## src/rtl/etmul_pkg.sv

```systemverilog
package etmul_pkg;
  localparam int ETM_W   = 32;
  localparam int ETM_S   = 8;
  localparam int ETM_NST = ETM_W / ETM_S;
  localparam int ETM_PW  = 2 * ETM_W;
  localparam int ETM_CW  = $clog2(ETM_NST + 1);

  typedef enum logic [0:0] {ST_IDLE = 1'b0, ST_RUN = 1'b1} etm_state_e;

  // widen an operand to product width, sign- or zero-filled
  function automatic logic [ETM_PW-1:0] ext_op(input logic [ETM_W-1:0] v, input logic sgn);
    ext_op = sgn ? {{ETM_W{v[ETM_W-1]}}, v} : {{ETM_W{1'b0}}, v};
  endfunction

  // one slice partial product placed at slice position k
  function automatic logic [ETM_PW-1:0] slice_pp(input logic [ETM_PW-1:0] a,
                                                 input logic [ETM_S-1:0] s,
                                                 input logic [ETM_CW-1:0] k);
    logic [ETM_PW-1:0] m;
    m = a * {{(ETM_PW-ETM_S){1'b0}}, s};
    slice_pp = m << (ETM_S * int'(k));
  endfunction

  // correction for an all-ones tail that starts at slice position k
  function automatic logic [ETM_PW-1:0] tail_corr(input logic [ETM_PW-1:0] a,
                                                  input logic [ETM_CW-1:0] k);
    tail_corr = a << (ETM_S * int'(k));
  endfunction

  // drop the consumed slice, keeping the sign when signed
  function automatic logic [ETM_W-1:0] drop_slice(input logic [ETM_W-1:0] b, input logic sgn);
    logic [ETM_W-1:0] r;
    if (sgn) r = ETM_W'($signed(b) >>> ETM_S);
    else     r = b >> ETM_S;
    drop_slice = r;
  endfunction
endpackage

```

## src/rtl/etmul_ctrl.sv

```systemverilog
module etmul_ctrl
  import etmul_pkg::*;
(
  input  logic              clk,
  input  logic              rst_n,
  input  logic              start,
  input  logic              term_hit,
  output logic              accept,
  output logic              stage_fire,
  output logic              finish,
  output logic              busy,
  output logic              last_stage,
  output logic [ETM_CW-1:0] stage_idx
);
  etm_state_e        state_q;
  logic [ETM_CW-1:0] k_q;

  assign accept     = (state_q == ST_IDLE) && start;
  assign stage_fire = (state_q == ST_RUN);
  assign finish     = stage_fire && term_hit;
  assign busy       = stage_fire;
  assign last_stage = (k_q == ETM_CW'(ETM_NST - 1));
  assign stage_idx  = k_q;

  always_ff @(posedge clk) begin
    if (!rst_n) begin
      state_q <= ST_IDLE;
      k_q     <= '0;
    end else if (accept) begin
      state_q <= ST_RUN;
      k_q     <= '0;
    end else if (finish) begin
      state_q <= ST_IDLE;
      k_q     <= '0;
    end else if (stage_fire) begin
      k_q <= k_q + 1'b1;
    end
  end
endmodule

```

## src/rtl/etmul_term.sv

```systemverilog
module etmul_term
  import etmul_pkg::*;
#(
  parameter bit EARLY = 1'b1
) (
  input  logic [ETM_W-1:0] b_cur,
  input  logic             sgn,
  input  logic             last_stage,
  output logic [ETM_W-1:0] b_next,
  output logic             term_hit,
  output logic             neg_tail
);
  logic tail_zero;
  logic tail_ones;

  assign b_next    = drop_slice(b_cur, sgn);
  assign tail_zero = (b_next == '0);
  assign tail_ones = sgn && (b_next == '1);
  assign neg_tail  = tail_ones && (EARLY || last_stage);

  generate
    if (EARLY) begin : g_early
      assign term_hit = tail_zero || tail_ones || last_stage;
    end else begin : g_full
      assign term_hit = last_stage;
    end
  endgenerate
endmodule

```

## src/rtl/etmul_stage.sv

```systemverilog
module etmul_stage
  import etmul_pkg::*;
(
  input  logic [ETM_PW-1:0] acc,
  input  logic [ETM_PW-1:0] a_ext,
  input  logic [ETM_S-1:0]  slice,
  input  logic [ETM_CW-1:0] k,
  input  logic              neg_tail,
  output logic [ETM_PW-1:0] acc_next,
  output logic [ETM_PW-1:0] fin_sum
);
  logic [ETM_CW-1:0] k_tail;

  assign k_tail   = k + 1'b1;
  assign acc_next = acc + slice_pp(a_ext, slice, k);
  assign fin_sum  = neg_tail ? (acc_next - tail_corr(a_ext, k_tail)) : acc_next;
endmodule

```

## src/rtl/etmul_top.sv

```systemverilog
module etmul_top
  import etmul_pkg::*;
#(
  parameter bit EARLY = 1'b1
) (
  input  logic              clk,
  input  logic              rst_n,
  input  logic              start,
  input  logic [ETM_W-1:0]  op_a,
  input  logic [ETM_W-1:0]  op_b,
  input  logic              sgn,
  input  logic              acc_en,
  input  logic [ETM_PW-1:0] acc_in,
  input  logic              long_mode,
  output logic              busy,
  output logic              done,
  output logic [ETM_PW-1:0] result
);
  localparam int HW = ETM_PW - ETM_W;

  logic [ETM_PW-1:0] a_ext_q, acc_q, result_q;
  logic [ETM_W-1:0]  b_q;
  logic              sgn_q, long_q, done_q;

  logic              accept, stage_fire, finish, last_stage, term_hit, neg_tail;
  logic [ETM_CW-1:0] stage_idx;
  logic [ETM_W-1:0]  b_next;
  logic [ETM_PW-1:0] acc_next, fin_sum;

  etmul_ctrl u_ctrl (
    .clk        (clk),
    .rst_n      (rst_n),
    .start      (start),
    .term_hit   (term_hit),
    .accept     (accept),
    .stage_fire (stage_fire),
    .finish     (finish),
    .busy       (busy),
    .last_stage (last_stage),
    .stage_idx  (stage_idx)
  );

  etmul_term #(.EARLY(EARLY)) u_term (
    .b_cur      (b_q),
    .sgn        (sgn_q),
    .last_stage (last_stage),
    .b_next     (b_next),
    .term_hit   (term_hit),
    .neg_tail   (neg_tail)
  );

  etmul_stage u_stage (
    .acc      (acc_q),
    .a_ext    (a_ext_q),
    .slice    (b_q[ETM_S-1:0]),
    .k        (stage_idx),
    .neg_tail (neg_tail),
    .acc_next (acc_next),
    .fin_sum  (fin_sum)
  );

  always_ff @(posedge clk) begin
    if (!rst_n) begin
      a_ext_q <= '0;
      b_q     <= '0;
      acc_q   <= '0;
      sgn_q   <= 1'b0;
      long_q  <= 1'b0;
    end else if (accept) begin
      a_ext_q <= ext_op(op_a, sgn);
      b_q     <= op_b;
      acc_q   <= acc_en ? acc_in : '0;
      sgn_q   <= sgn;
      long_q  <= long_mode;
    end else if (stage_fire) begin
      b_q   <= b_next;
      acc_q <= acc_next;
    end
  end

  always_ff @(posedge clk) begin
    if (!rst_n) begin
      result_q <= '0;
      done_q   <= 1'b0;
    end else begin
      done_q <= finish;
      if (finish)
        result_q <= long_q ? fin_sum : {{HW{1'b0}}, fin_sum[ETM_W-1:0]};
    end
  end

  assign done   = done_q;
  assign result = result_q;
endmodule

```

## config.mk

```make
export PLATFORM = sky130hd
export DESIGN_NAME = etmul_top
export DESIGN_NICKNAME = d
export VERILOG_FILES = /design/src/rtl/etmul_pkg.sv /design/src/rtl/etmul_ctrl.sv /design/src/rtl/etmul_term.sv /design/src/rtl/etmul_stage.sv /design/src/rtl/etmul_top.sv
export SDC_FILE = /design/constraint.sdc
export NUM_CORES = 2
export LEC_CHECK = 0
export BUFFER_PORTS_ARGS = -buffer_cell sky130_fd_sc_hd__buf_2
export CAP_MARGIN = 25
export CORE_MARGIN = 2
export CORE_UTILIZATION = 30
export DETAILED_ROUTE_END_ITERATION = 16
export PLACE_DENSITY = 0.53
export RECOVER_POWER = 50
export SETUP_SLACK_MARGIN = 0.1
export SYNTH_ARGS = -nofsm -noshare
export SYNTH_HDL_FRONTEND = slang
export SYNTH_SLANG_ARGS = --single-unit
```

## constraint.sdc

```tcl
create_clock -name clk -period 9.5 [get_ports clk]
set_input_delay 1.425 -clock clk [delete_from_list [all_inputs] [get_ports clk]]
set_output_delay 1.425 -clock clk [all_outputs]
set_load 0.005 [all_outputs]
```

==> out/metrics.cfg <==
[status]
status = finished with violations
violations = capacitance limit, slew limit, setup timing

[clock_tree]
postCtsHoldBufs = 0
htreeDepth = 4
clock_sinks = 200
cts_buffer_depth = 2
insertion_delay_ns = 0.55
cts-root-buf = clkbuf_16
numCtsBuffers = 17
clk_pin_slew_worst_paths_ns = 0.09
cts_tree = built

[setup_path]
reg2reg_depth = 48
cp-endpoint = result[62]
path_common_cell = a21o_1
cp.arrival_ns = 10.69
r2r_end = result[62]
critical_path.startpoint_type = flip-flop
worstPathMaxFanout = 13
r2r_start = b_q[7]
r2r_slack_ns = -0.77
slowest_delay_ns = 0.57
cp-end-kind = flip-flop
cp_slowest_cell = fa_1
required_ns = 9.91
worstSetupPathType = reg2reg
crit_path_start = b_q[7]

[timing]
finalSetupViolCount = 22
worst_pin_slew_ns = 2.36
rsz0062_at_grt = yes
slew_violations = 32
fin_crit_sh = 1.08
clock_skew_ns = 0.0440
worst_slack_ns = -0.771
setup_tns_ns = -9.83
max_freq_mhz = 97.4
maxSlewHeadroom = -0.575
period_minus_slack_ns = 10.27
hold_viol = 0

[global_routing]
grt_pass1_wl_um = 181000
grt_usage = 0.256
first_global_vias = 28800
grt_antenna_before_repair = 10
grt_overflow_total = 0
grt_max_degree = 83

[drt]
wl_met3_um = 8320
wire_per_inst_um = 22.2
num_vias = 29300
first_iter_violations = 2598
drtPass1Iterations = 5
top_layer = met5
viasPerCell = 5.32
wl_met1_um = 53900
drcViolationCount = 0
postRouteAntennaNets = 0
wl_met2_um = 55200
wirelength_um = 122000

[synth]
synth_fp_nets = 4011
synth_area_sq_um = 27200
yosysSeqAreaShare = 0.147
synth_edf_count = 0
synth_area_leaders = fa_1 16%, dfxtp_1 15%, ha_1 8.3%, a21oi_1 6.2%, and2_1 5.5%
yosys.area.top_type_share = 0.157
synth_flop_cell = dfxtp_1
yosys_register_bits = 200
synth_top_cell_by_area = fa_1
ys_types = 100
synthCells = 3483
syn_area_per_cell_sq_um = 7.82
netlist_top_cells_count = 360 x nand2_1, 340 x a21oi_1, 300 x nor2_1
yosysMostFrequentCell = nand2_1
yosys_warnings = 0
async_flop_share = 0

[pwr]
peakVddDrop_mv = 0.123
power_density_nw_per_um2 = 140
p_leak_nw = 17.9

[worst_hold_path]
min-delay-start = result[17]
hold_path.class = reg2reg

[floorplan]
dieWidth_um = 305
start_util = 0.303
ioPinCount = 200
core_area_sq_um = 90000
dieArea_sq_um = 93200
chipHeight_um = 305
num_rows = 110

[placement]
io_buffer_count = 199
post-place-ws_ns = -0.976
place.gp.congestion = 0.980
place_hpwl_um = 98900

[final_layout]
drive_gt1_frac = 0.309
layout.nets = 4850
area_delta_synth_final_pct = 36.7

[flow_run]
cap_violations = 1

==> power by group <==
part	switching (mW)	internal [mW]	total [mW]
clock	0.439	0.375	0.814
combinational	1.80	1.66	3.46
sequential	0.0656	0.886	0.952
total	2.30	2.92	5.22
==> state kept, by name, indices dropped and copies added, names as in the netlist <==
register,count
result,64
u_ctrl.stage_idx,3
acc_q,64
u_ctrl.busy,1
sgn_q,1
a_ext_q,33
done,1
long_q,1
b_q,32
==> worst max-delay path: cells and delay by family, from the launching register on <==
family,cells,cell delay (ns)
AOI/OAI and AO/OA,26,4.57
adders and majority gates,7,2.82
buffers and inverters,8,1.03
xor gates and xnor gates,3,0.63
and+or+nand+nor,3,0.45
DFF,1,0.34
muxes,1,0.31
==> timing repair <==
action	CTS	global route
setup buffers	33	32
pin swaps	51	70
setup endpoints to repair	28	38
gates resized for setup	108	180
gates cloned	0	0
==> worst min-delay path by stage <==
stage	endpoint	slack, ns	cells after the start
after global routing	result[47]	0.47	2
after floorplan	result[0]	0.45	2
final	result[17]	0.46	2
after CTS	result[17]	0.46	2
after global placement	result[47]	0.44	2
after detailed placement	result[17]	0.44	2
==> metal layers <==
metal  vias up  track usage
li1      13800            -
met1     14400        0.343
met2       951        0.411
met3       174       0.0451
met4        10       0.0979
met5         -            0
==> placed cells by master, fill, tap and decap left out, drive strengths merged, types with 38 or more instances in the layout <==
cell type	synthesis	final
buf	39	1001
inv	227	234
nand3	38	38
ha	181	181
clkbuf	186	62
a21o	99	99
nand2	361	361
nor2	302	302
xor2	55	55
a221oi	57	57
xnor2	108	108
mux2i	85	85
dfxtp	200	200
nor3	72	72
o21ai	169	169
and2	241	241
a21oi	347	347
fa	213	213
==> area by class of cell <==
type	count	area [sq um]
diodes	2	5.00
clock buffers	18	429
clock inverters	13	154
fillers	9297	52800
inverters	228	858
multi-input cells	2830	22800
flip-flops and latches	200	4040
well taps	1176	1470
repair buffers	1045	7450
==> cells by family after synthesis <==
family,count (synthesis),synth area share
XOR/XNOR,164,0.0552
adder cells (fa/ha/maj),394,0.240
flip-flops,200,0.147
buffers and inverters,453,0.0633
multiplexers,116,0.0455
AO/OA/AOI/OAI,996,0.245
AND/OR/NAND/NOR,1160,0.204
==> per-stage QoR <==
step	area [sq um]	power, mW	hold slack [ns]	cells	utilization
finish	37200	5.22	0.460	5512	0.413
global route	37200	5.51	0.470	5510	0.413
CTS	36200	4.97	0.459	5477	0.402
detailed placement	34900	4.03	0.445	5413	0.388
global placement	34900	4.05	0.436	5411	0.388
floorplan	27400	2.60	0.448	3483	-
(Power assumes the default switching activity.)
